$ cat src/rtl/idx_bridge_pkg.sv
package idx_bridge_pkg;
  typedef enum logic [1:0] {
    SEL_NONE  = 2'd0,
    SEL_INDEX = 2'd1,
    SEL_DATA  = 2'd2,
    SEL_CAP   = 2'd3
  } win_sel_e;

  localparam int CAP_INDEXED_BIT = 0;
endpackage

$ cat src/rtl/idx_bridge_regs.sv
module idx_bridge_regs
  import idx_bridge_pkg::*;
#(
  parameter int OFF_W     = 8,
  parameter int DATA_W    = 32,
  parameter int CTRL_W    = 28,
  parameter int OFF_INDEX = 'h00,
  parameter int OFF_DATA  = 'h10,
  parameter int OFF_CAP   = 'h20
) (
  input  logic              clk_i,
  input  logic              rst_ni,
  input  logic              accept_i,
  input  logic              we_i,
  input  logic [OFF_W-1:0]  off_i,
  input  logic [CTRL_W-1:0] wdata_i,
  output win_sel_e          sel_o,
  output logic [CTRL_W-1:0] index_o,
  output logic [DATA_W-1:0] local_rdata_o
);
  localparam logic [OFF_W-1:0] OffIndex = OFF_W'(OFF_INDEX);
  localparam logic [OFF_W-1:0] OffData  = OFF_W'(OFF_DATA);
  localparam logic [OFF_W-1:0] OffCap   = OFF_W'(OFF_CAP);

  logic [CTRL_W-1:0] index_q;

  always_comb begin
    if (off_i == OffIndex)     sel_o = SEL_INDEX;
    else if (off_i == OffData) sel_o = SEL_DATA;
    else if (off_i == OffCap)  sel_o = SEL_CAP;
    else                       sel_o = SEL_NONE;
  end

  always_ff @(posedge clk_i or negedge rst_ni) begin
    if (!rst_ni) index_q <= '0;
    else if (accept_i && we_i && sel_o == SEL_INDEX) index_q <= wdata_i;
  end

  always_comb begin
    local_rdata_o = '0;
    unique case (sel_o)
      SEL_INDEX: local_rdata_o = DATA_W'(index_q);
      SEL_CAP:   local_rdata_o[CAP_INDEXED_BIT] = 1'b1;
      default:   local_rdata_o = '0;
    endcase
  end

  assign index_o = index_q;

  // index changes only through an accepted index write
  p_index_hold_r2: assert property (@(posedge clk_i) disable iff (!rst_ni)
    !(accept_i && we_i && sel_o == SEL_INDEX) |=> $stable(index_q));
endmodule

$ cat src/rtl/idx_bridge_tgt.sv
module idx_bridge_tgt #(
  parameter int DATA_W = 32,
  parameter int CTRL_W = 28
) (
  input  logic              clk_i,
  input  logic              rst_ni,
  input  logic              start_i,
  input  logic              we_i,
  input  logic [CTRL_W-1:0] addr_i,
  input  logic [DATA_W-1:0] wdata_i,
  input  logic              tgt_ack_i,
  output logic              busy_o,
  output logic              fire_o,
  output logic              fire_rd_o,
  output logic              tgt_req_o,
  output logic              tgt_we_o,
  output logic [CTRL_W-1:0] tgt_addr_o,
  output logic [DATA_W-1:0] tgt_wdata_o
);
  logic              req_q, we_q;
  logic [CTRL_W-1:0] addr_q;
  logic [DATA_W-1:0] wdata_q;

  always_ff @(posedge clk_i or negedge rst_ni) begin
    if (!rst_ni) begin
      req_q   <= 1'b0;
      we_q    <= 1'b0;
      addr_q  <= '0;
      wdata_q <= '0;
    end else if (req_q) begin
      if (tgt_ack_i) req_q <= 1'b0;
    end else if (start_i) begin
      req_q   <= 1'b1;
      we_q    <= we_i;
      addr_q  <= addr_i;
      wdata_q <= wdata_i;
    end
  end

  assign busy_o      = req_q;
  assign fire_o      = req_q & tgt_ack_i;
  assign fire_rd_o   = req_q & tgt_ack_i & ~we_q;
  assign tgt_req_o   = req_q;
  assign tgt_we_o    = we_q;
  assign tgt_addr_o  = addr_q;
  assign tgt_wdata_o = wdata_q;

  p_req_hold_r8: assert property (@(posedge clk_i) disable iff (!rst_ni)
    tgt_req_o && !tgt_ack_i |=> tgt_req_o && $stable(tgt_addr_o)
                                && $stable(tgt_we_o) && $stable(tgt_wdata_o));
endmodule

$ cat src/rtl/idx_bridge_resp.sv
module idx_bridge_resp #(
  parameter int DATA_W = 32
) (
  input  logic              clk_i,
  input  logic              rst_ni,
  input  logic              local_done_i,
  input  logic              local_rd_i,
  input  logic [DATA_W-1:0] local_rdata_i,
  input  logic              tgt_done_i,
  input  logic              tgt_rd_i,
  input  logic [DATA_W-1:0] tgt_rdata_i,
  output logic              ready_o,
  output logic [DATA_W-1:0] rdata_o
);
  always_ff @(posedge clk_i or negedge rst_ni) begin
    if (!rst_ni) begin
      ready_o <= 1'b0;
      rdata_o <= '0;
    end else begin
      ready_o <= local_done_i | tgt_done_i;
      if (tgt_rd_i)        rdata_o <= tgt_rdata_i;
      else if (local_rd_i) rdata_o <= local_rdata_i;
    end
  end

  p_rdata_hold_r4: assert property (@(posedge clk_i) disable iff (!rst_ni)
    !local_rd_i && !tgt_rd_i |=> $stable(rdata_o));
endmodule

$ cat src/rtl/idx_bridge.sv
module idx_bridge
  import idx_bridge_pkg::*;
#(
  parameter int OFF_W     = 8,
  parameter int DATA_W    = 32,
  parameter int CTRL_W    = 28,
  parameter int OFF_INDEX = 'h00,
  parameter int OFF_DATA  = 'h10,
  parameter int OFF_CAP   = 'h20
) (
  input  logic              clk_i,
  input  logic              rst_ni,
  input  logic              req_i,
  input  logic              we_i,
  input  logic [OFF_W-1:0]  off_i,
  input  logic [DATA_W-1:0] wdata_i,
  output logic [DATA_W-1:0] rdata_o,
  output logic              ready_o,
  output logic              tgt_req_o,
  output logic              tgt_we_o,
  output logic [CTRL_W-1:0] tgt_addr_o,
  output logic [DATA_W-1:0] tgt_wdata_o,
  input  logic [DATA_W-1:0] tgt_rdata_i,
  input  logic              tgt_ack_i
);
  win_sel_e          sel;
  logic [CTRL_W-1:0] index;
  logic [DATA_W-1:0] local_rdata;
  logic              busy, accept, start, local_done, local_rd, fire, fire_rd;

  assign accept     = req_i & ~busy;
  assign start      = accept & (sel == SEL_DATA);
  assign local_done = accept & (sel != SEL_DATA);
  assign local_rd   = local_done & ~we_i;

  idx_bridge_regs #(
    .OFF_W(OFF_W), .DATA_W(DATA_W), .CTRL_W(CTRL_W),
    .OFF_INDEX(OFF_INDEX), .OFF_DATA(OFF_DATA), .OFF_CAP(OFF_CAP)
  ) i_regs (
    .clk_i, .rst_ni,
    .accept_i      (accept),
    .we_i,
    .off_i,
    .wdata_i       (wdata_i[CTRL_W-1:0]),
    .sel_o         (sel),
    .index_o       (index),
    .local_rdata_o (local_rdata)
  );

  idx_bridge_tgt #(.DATA_W(DATA_W), .CTRL_W(CTRL_W)) i_tgt (
    .clk_i, .rst_ni,
    .start_i     (start),
    .we_i,
    .addr_i      (index),
    .wdata_i,
    .tgt_ack_i,
    .busy_o      (busy),
    .fire_o      (fire),
    .fire_rd_o   (fire_rd),
    .tgt_req_o,
    .tgt_we_o,
    .tgt_addr_o,
    .tgt_wdata_o
  );

  idx_bridge_resp #(.DATA_W(DATA_W)) i_resp (
    .clk_i, .rst_ni,
    .local_done_i  (local_done),
    .local_rd_i    (local_rd),
    .local_rdata_i (local_rdata),
    .tgt_done_i    (fire),
    .tgt_rd_i      (fire_rd),
    .tgt_rdata_i,
    .ready_o,
    .rdata_o
  );

  p_data_issue_r3: assert property (@(posedge clk_i) disable iff (!rst_ni)
    req_i && !tgt_req_o && sel == SEL_DATA |=>
      tgt_req_o && tgt_addr_o == $past(index) && tgt_we_o == $past(we_i));

  p_ready_after_ack_r8: assert property (@(posedge clk_i) disable iff (!rst_ni)
    tgt_req_o && tgt_ack_i |=> ready_o && !tgt_req_o);

  p_no_tgt_local_r7: assert property (@(posedge clk_i) disable iff (!rst_ni)
    req_i && !tgt_req_o && sel != SEL_DATA |=> !tgt_req_o && ready_o);

  p_busy_ignored_r9: assert property (@(posedge clk_i) disable iff (!rst_ni)
    tgt_req_o |=> $stable(index));
endmodule

$ cat config.mk
export PLATFORM = sky130hd
export DESIGN_NAME = idx_bridge
export DESIGN_NICKNAME = d
export VERILOG_FILES = /design/src/rtl/idx_bridge_pkg.sv /design/src/rtl/idx_bridge_regs.sv /design/src/rtl/idx_bridge_tgt.sv /design/src/rtl/idx_bridge_resp.sv /design/src/rtl/idx_bridge.sv
export SDC_FILE = /design/constraint.sdc
export NUM_CORES = 1
export LEC_CHECK = 0
export ABC_AREA = 1
export BUFFER_PORTS_ARGS = -buffer_cell sky130_fd_sc_hd__buf_2
export CORE_MARGIN = 2
export CORE_UTILIZATION = 40
export CTS_CLUSTER_DIAMETER = 150
export CTS_CLUSTER_SIZE = 30
export DETAILED_ROUTE_END_ITERATION = 6
export MAX_ROUTING_LAYER = met4
export PLACE_DENSITY = 0.75
export SKIP_LAST_GASP = 1
export SLEW_MARGIN = 20
export SYNTH_ARGS = -nofsm -noshare
export SYNTH_HDL_FRONTEND = slang
export SYNTH_SLANG_ARGS = --single-unit
$ cat constraint.sdc
create_clock -name clk_i -period 1.5 [get_ports clk_i]
set_input_delay 0.15 -clock clk_i [delete_from_list [all_inputs] [get_ports clk_i]]
set_output_delay 0.15 -clock clk_i [all_outputs]
set_load 0.05 [all_outputs]
==> impl_metrics.csv <==
group,metric,value,unit
sta,setup_viol,0,
cts,cts_buffer_depth,2,
pwr,power_density,1122,nW/um2
grt,grt_max_degree,57,
cts,cts_made_buffers,17,
yosys,ys_seq_area_share,57.99,%
yosys,synth.distinct_cells,17,
floorplanning,dieArea,14210,um2
sta,tightest_slew,0.3303,ns
yosys,synth-seq-cells,123,
finish,fin_nets,888,
detailed_routing,drt_wl_total,13990,um
cts,clockRootBuffer,"clkbuf_16",
worst_setup_path,crit_chain,"inv_1 > nand2_1 > inv_2 > nand3_2 > nand2_2 > buf_12 > nand2_1 > nand2_1",
detailed_routing,drt-pass1-iter-count,4,
detailed_routing,drc,0,
sta,hold_violations,0,
placed_design,place_congestion,0.8187,
worst_setup_path,path_common_cell,"nand2_1",
grt,grt_pass1_vias,4615,
cts,cts.clk_slew.worst_paths,0.06,ns
detailed_routing,routed_via_density,4.727,
placed_design,dp_hpwl,9080,um
detailed_routing,vias,4722,
floorplanning,die_h,119.2,um
sta,max_freq,753.6,MHz
yosys,synth_area_leader_cell,"dfrtp_1",
finish,area_growth,37.53,%
sta,finalCritPeriodShare,88.47,%
sta,fin_skew,0.009164,ns
placed_design,placed_cell_area,6474,um2
worst_setup_path,cpPeakStageDelay,0.40,ns
worst_setup_path,worstPathArrival,1.68,ns
cts,cts_tree,"done",
finish,layout-drive-gt1-share,30.13,%
finish,design_area,7300,um2
run_status,status,"finished, final reports clean",
floorplanning,io_pins,172,
sta,fin_crit,1.327,ns
pwr,leakage,4.285,nW
sta,slew_headroom,77.98,%
min_path,hp-class,"in2reg",
grt,antenna_found_initial,0,
sta,final.setup.tns,0,ns
grt,grt_first_pass_wirelength,22940,um
worst_setup_path,cp_top_family,"simple AND/OR/NAND/NOR gates",
detailed_routing,drt_iter0_drc,307,
grt,grt_overflow,0,
cts,clock-sinks,123,
yosys,syn_area,5308,um2
floorplanning,core,13090,um2
detailed_routing,antenna_left,0,
worst_setup_path,cp.required,1.85,ns
floorplanning,row_count,42,
yosys,synth_top_area_share,57.99,%
floorplanning,die_x,119.2,um
sta,slew_violations,0,
finish,diodes,0,
yosys,postSynthAreaPerCell,8.588,um2
worst_setup_path,timing.critical_path.buf_inv,3,
sta,rsz0062_at_grt,"false",
yosys,syn-num-nets,695,
placed_design,port_buffers,171,
grt,grt_usage,21.15,%
worst_setup_path,crit_type,"reg2reg",
worst_setup_path,cp-start-kind,"flop",
pwr,power,0.008191,W
pwr,ir_drop,623.9,uV
detailed_routing,wl_per_cell,14.01,um
worst_setup_path,crit_fanout,22,
yosys,synthCells,618,
flow_run,maxCapViolCount,0,
cts,htreeDepth,4,
cts,clkLatencyLatePin,0.42,ns
yosys,netlist_top_cells_area,"dfrtp_1, nand2_1, nand3_1",
floorplanning,initial_core_util,40.56,%
worst_setup_path,slowest_stage,"dfrtp_2",
finish,fill_cells,1162,
yosys,yosysWarnings,0,
worst_setup_path,worstSetupEndpointType,"flop",
[routing by layer]
metal	vias up	share of wire (%)	track usage, %
met2	156	48	33.33
met5	-	0	-
li1	2351	-	-
met3	10	5.9	5.172
met4	0	0.95	6.771
met1	2205	45	27.01
[final cells by class]
| cell class | count | area, um2 | share of cell area, % |
|---|---|---|---|
| Clock buffer | 24 | 481.7 | 6.599 |
| Clock inverter | 7 | 113.9 | 1.560 |
| Multi-Input combinational cell | 415 | 1873 | 25.66 |
| Timing Repair Buffer | 212 | 1374 | 18.82 |
| Inverter | 42 | 157.7 | 2.160 |
| Sequential cell | 123 | 3079 | 42.18 |
| Tap cell | 176 | 220.2 | 3.017 |
[cells in the final DEF, fill, tap and decap left out]
cell type and n:
nor2_8 1, nand2_4 1, nand3_2 2, nor2_2 1, nand2_2 2, nor2_4 1
clkbuf_16 17, clkinv_2 3, inv_2 3, o21ai_1 39, nor2_1 6, o21ai_0 1
dlygate4sd3_1 23, bufinv_16 3, buf_2 170, o21ai_2 20, inv_1 39, dfrtp_2 1
nand2_1 250, clkbuf_8 3, nand3_1 90, buf_12 12, dfrtp_1 122, buf_4 7
a21oi_1 1, clkbuf_1 4, clkinv_4 1
[worst paths after layout]
path | from | to | slack [ns] | depth (start not counted)
min in group asynchronous | rst_ni | i_tgt.tgt_wdata_o[30] | 0.18 | 2
max | i_tgt.busy_o | i_resp.rdata_o[27] | 0.17 | 8
min | wdata_i[13] | i_regs.index_o[13] | 0.01 | 3
max in group asynchronous | rst_ni | i_resp.ready_o | 0.75 | 3
min reg2reg | i_tgt.tgt_addr_o[10] | i_tgt.tgt_addr_o[10] | 0.47 | 2
max reg2reg | i_tgt.busy_o | i_resp.rdata_o[27] | 0.17 | 8
[through the flow]
stage / util (%) / setup WS, ns / hold WS [ns] / instances
after floorplan: - / 0.02777 / -0.1456 / 618
after global placement: 49.47 / 0.2363 / 0.07879 / 945
after detailed placement: 49.47 / 0.1843 / 0.07224 / 945
after CTS: 55.79 / 0.1535 / 0.0006635 / 999
after global routing: 55.79 / 0.05560 / 0.009619 / 999
final: 55.79 / 0.1730 / 0.01053 / 999
[worst register-to-register path: stages, from the launching register on]
cell	delay, ns
dfrtp_2	0.40
inv_1	0.08
nand2_1	0.07
inv_2	0.14
nand3_2	0.14
nand2_2	0.12
buf_12	0.18
nand2_1	0.08
nand2_1	0.06
[cell usage after synthesis]
master and n:
dfrtp_1 123, nand2_2 2, inv_1 39, nand3_2 2, o21ai_0 1, nand2_1 251
a21oi_1 1, nor2_8 1, clkbuf_1 13, o21ai_2 20, buf_6 6, buf_2 19
nand3_1 90, nor2_1 6, o21ai_1 39, inv_2 3, nor2_2 2
[sequential cells by signal, summed over array words and instances, names as in the netlist]
| name | flops |
|---|---|
| i_resp.ready_o | 1 |
| i_tgt.tgt_we_o | 1 |
| i_tgt.tgt_wdata_o | 32 |
| i_tgt.busy_o | 1 |
| i_tgt.tgt_addr_o | 28 |
| i_regs.index_o | 28 |
| i_resp.rdata_o | 32 |
[cells by family after synthesis]
| logic type | Yosys count | synth area share (%) |
|---|---|---|
| simple gates | 354 | 27.89 |
| flops | 123 | 57.99 |
| buf+inv | 80 | 6.954 |
| compound gates | 61 | 7.166 |
[where the power goes]
part           internal, W  total (W)  switching [W]  leakage, nW
clock              0.00273    0.00412        0.00139        0.294
combinational     0.000224   0.000649       0.000425         2.28
sequential         0.00339    0.00343      0.0000390         1.71
[repair_timing]
| action | 4_1_cts | 5_1_grt |
|---|---|---|
| hold buffers | 23 | 0 |
| endpoints found under the hold margin | 128 | 0 |
| resized for setup | 0 | 0 |
| buffers inserted | 0 | 0 |
(Power assumes the default switching activity.)
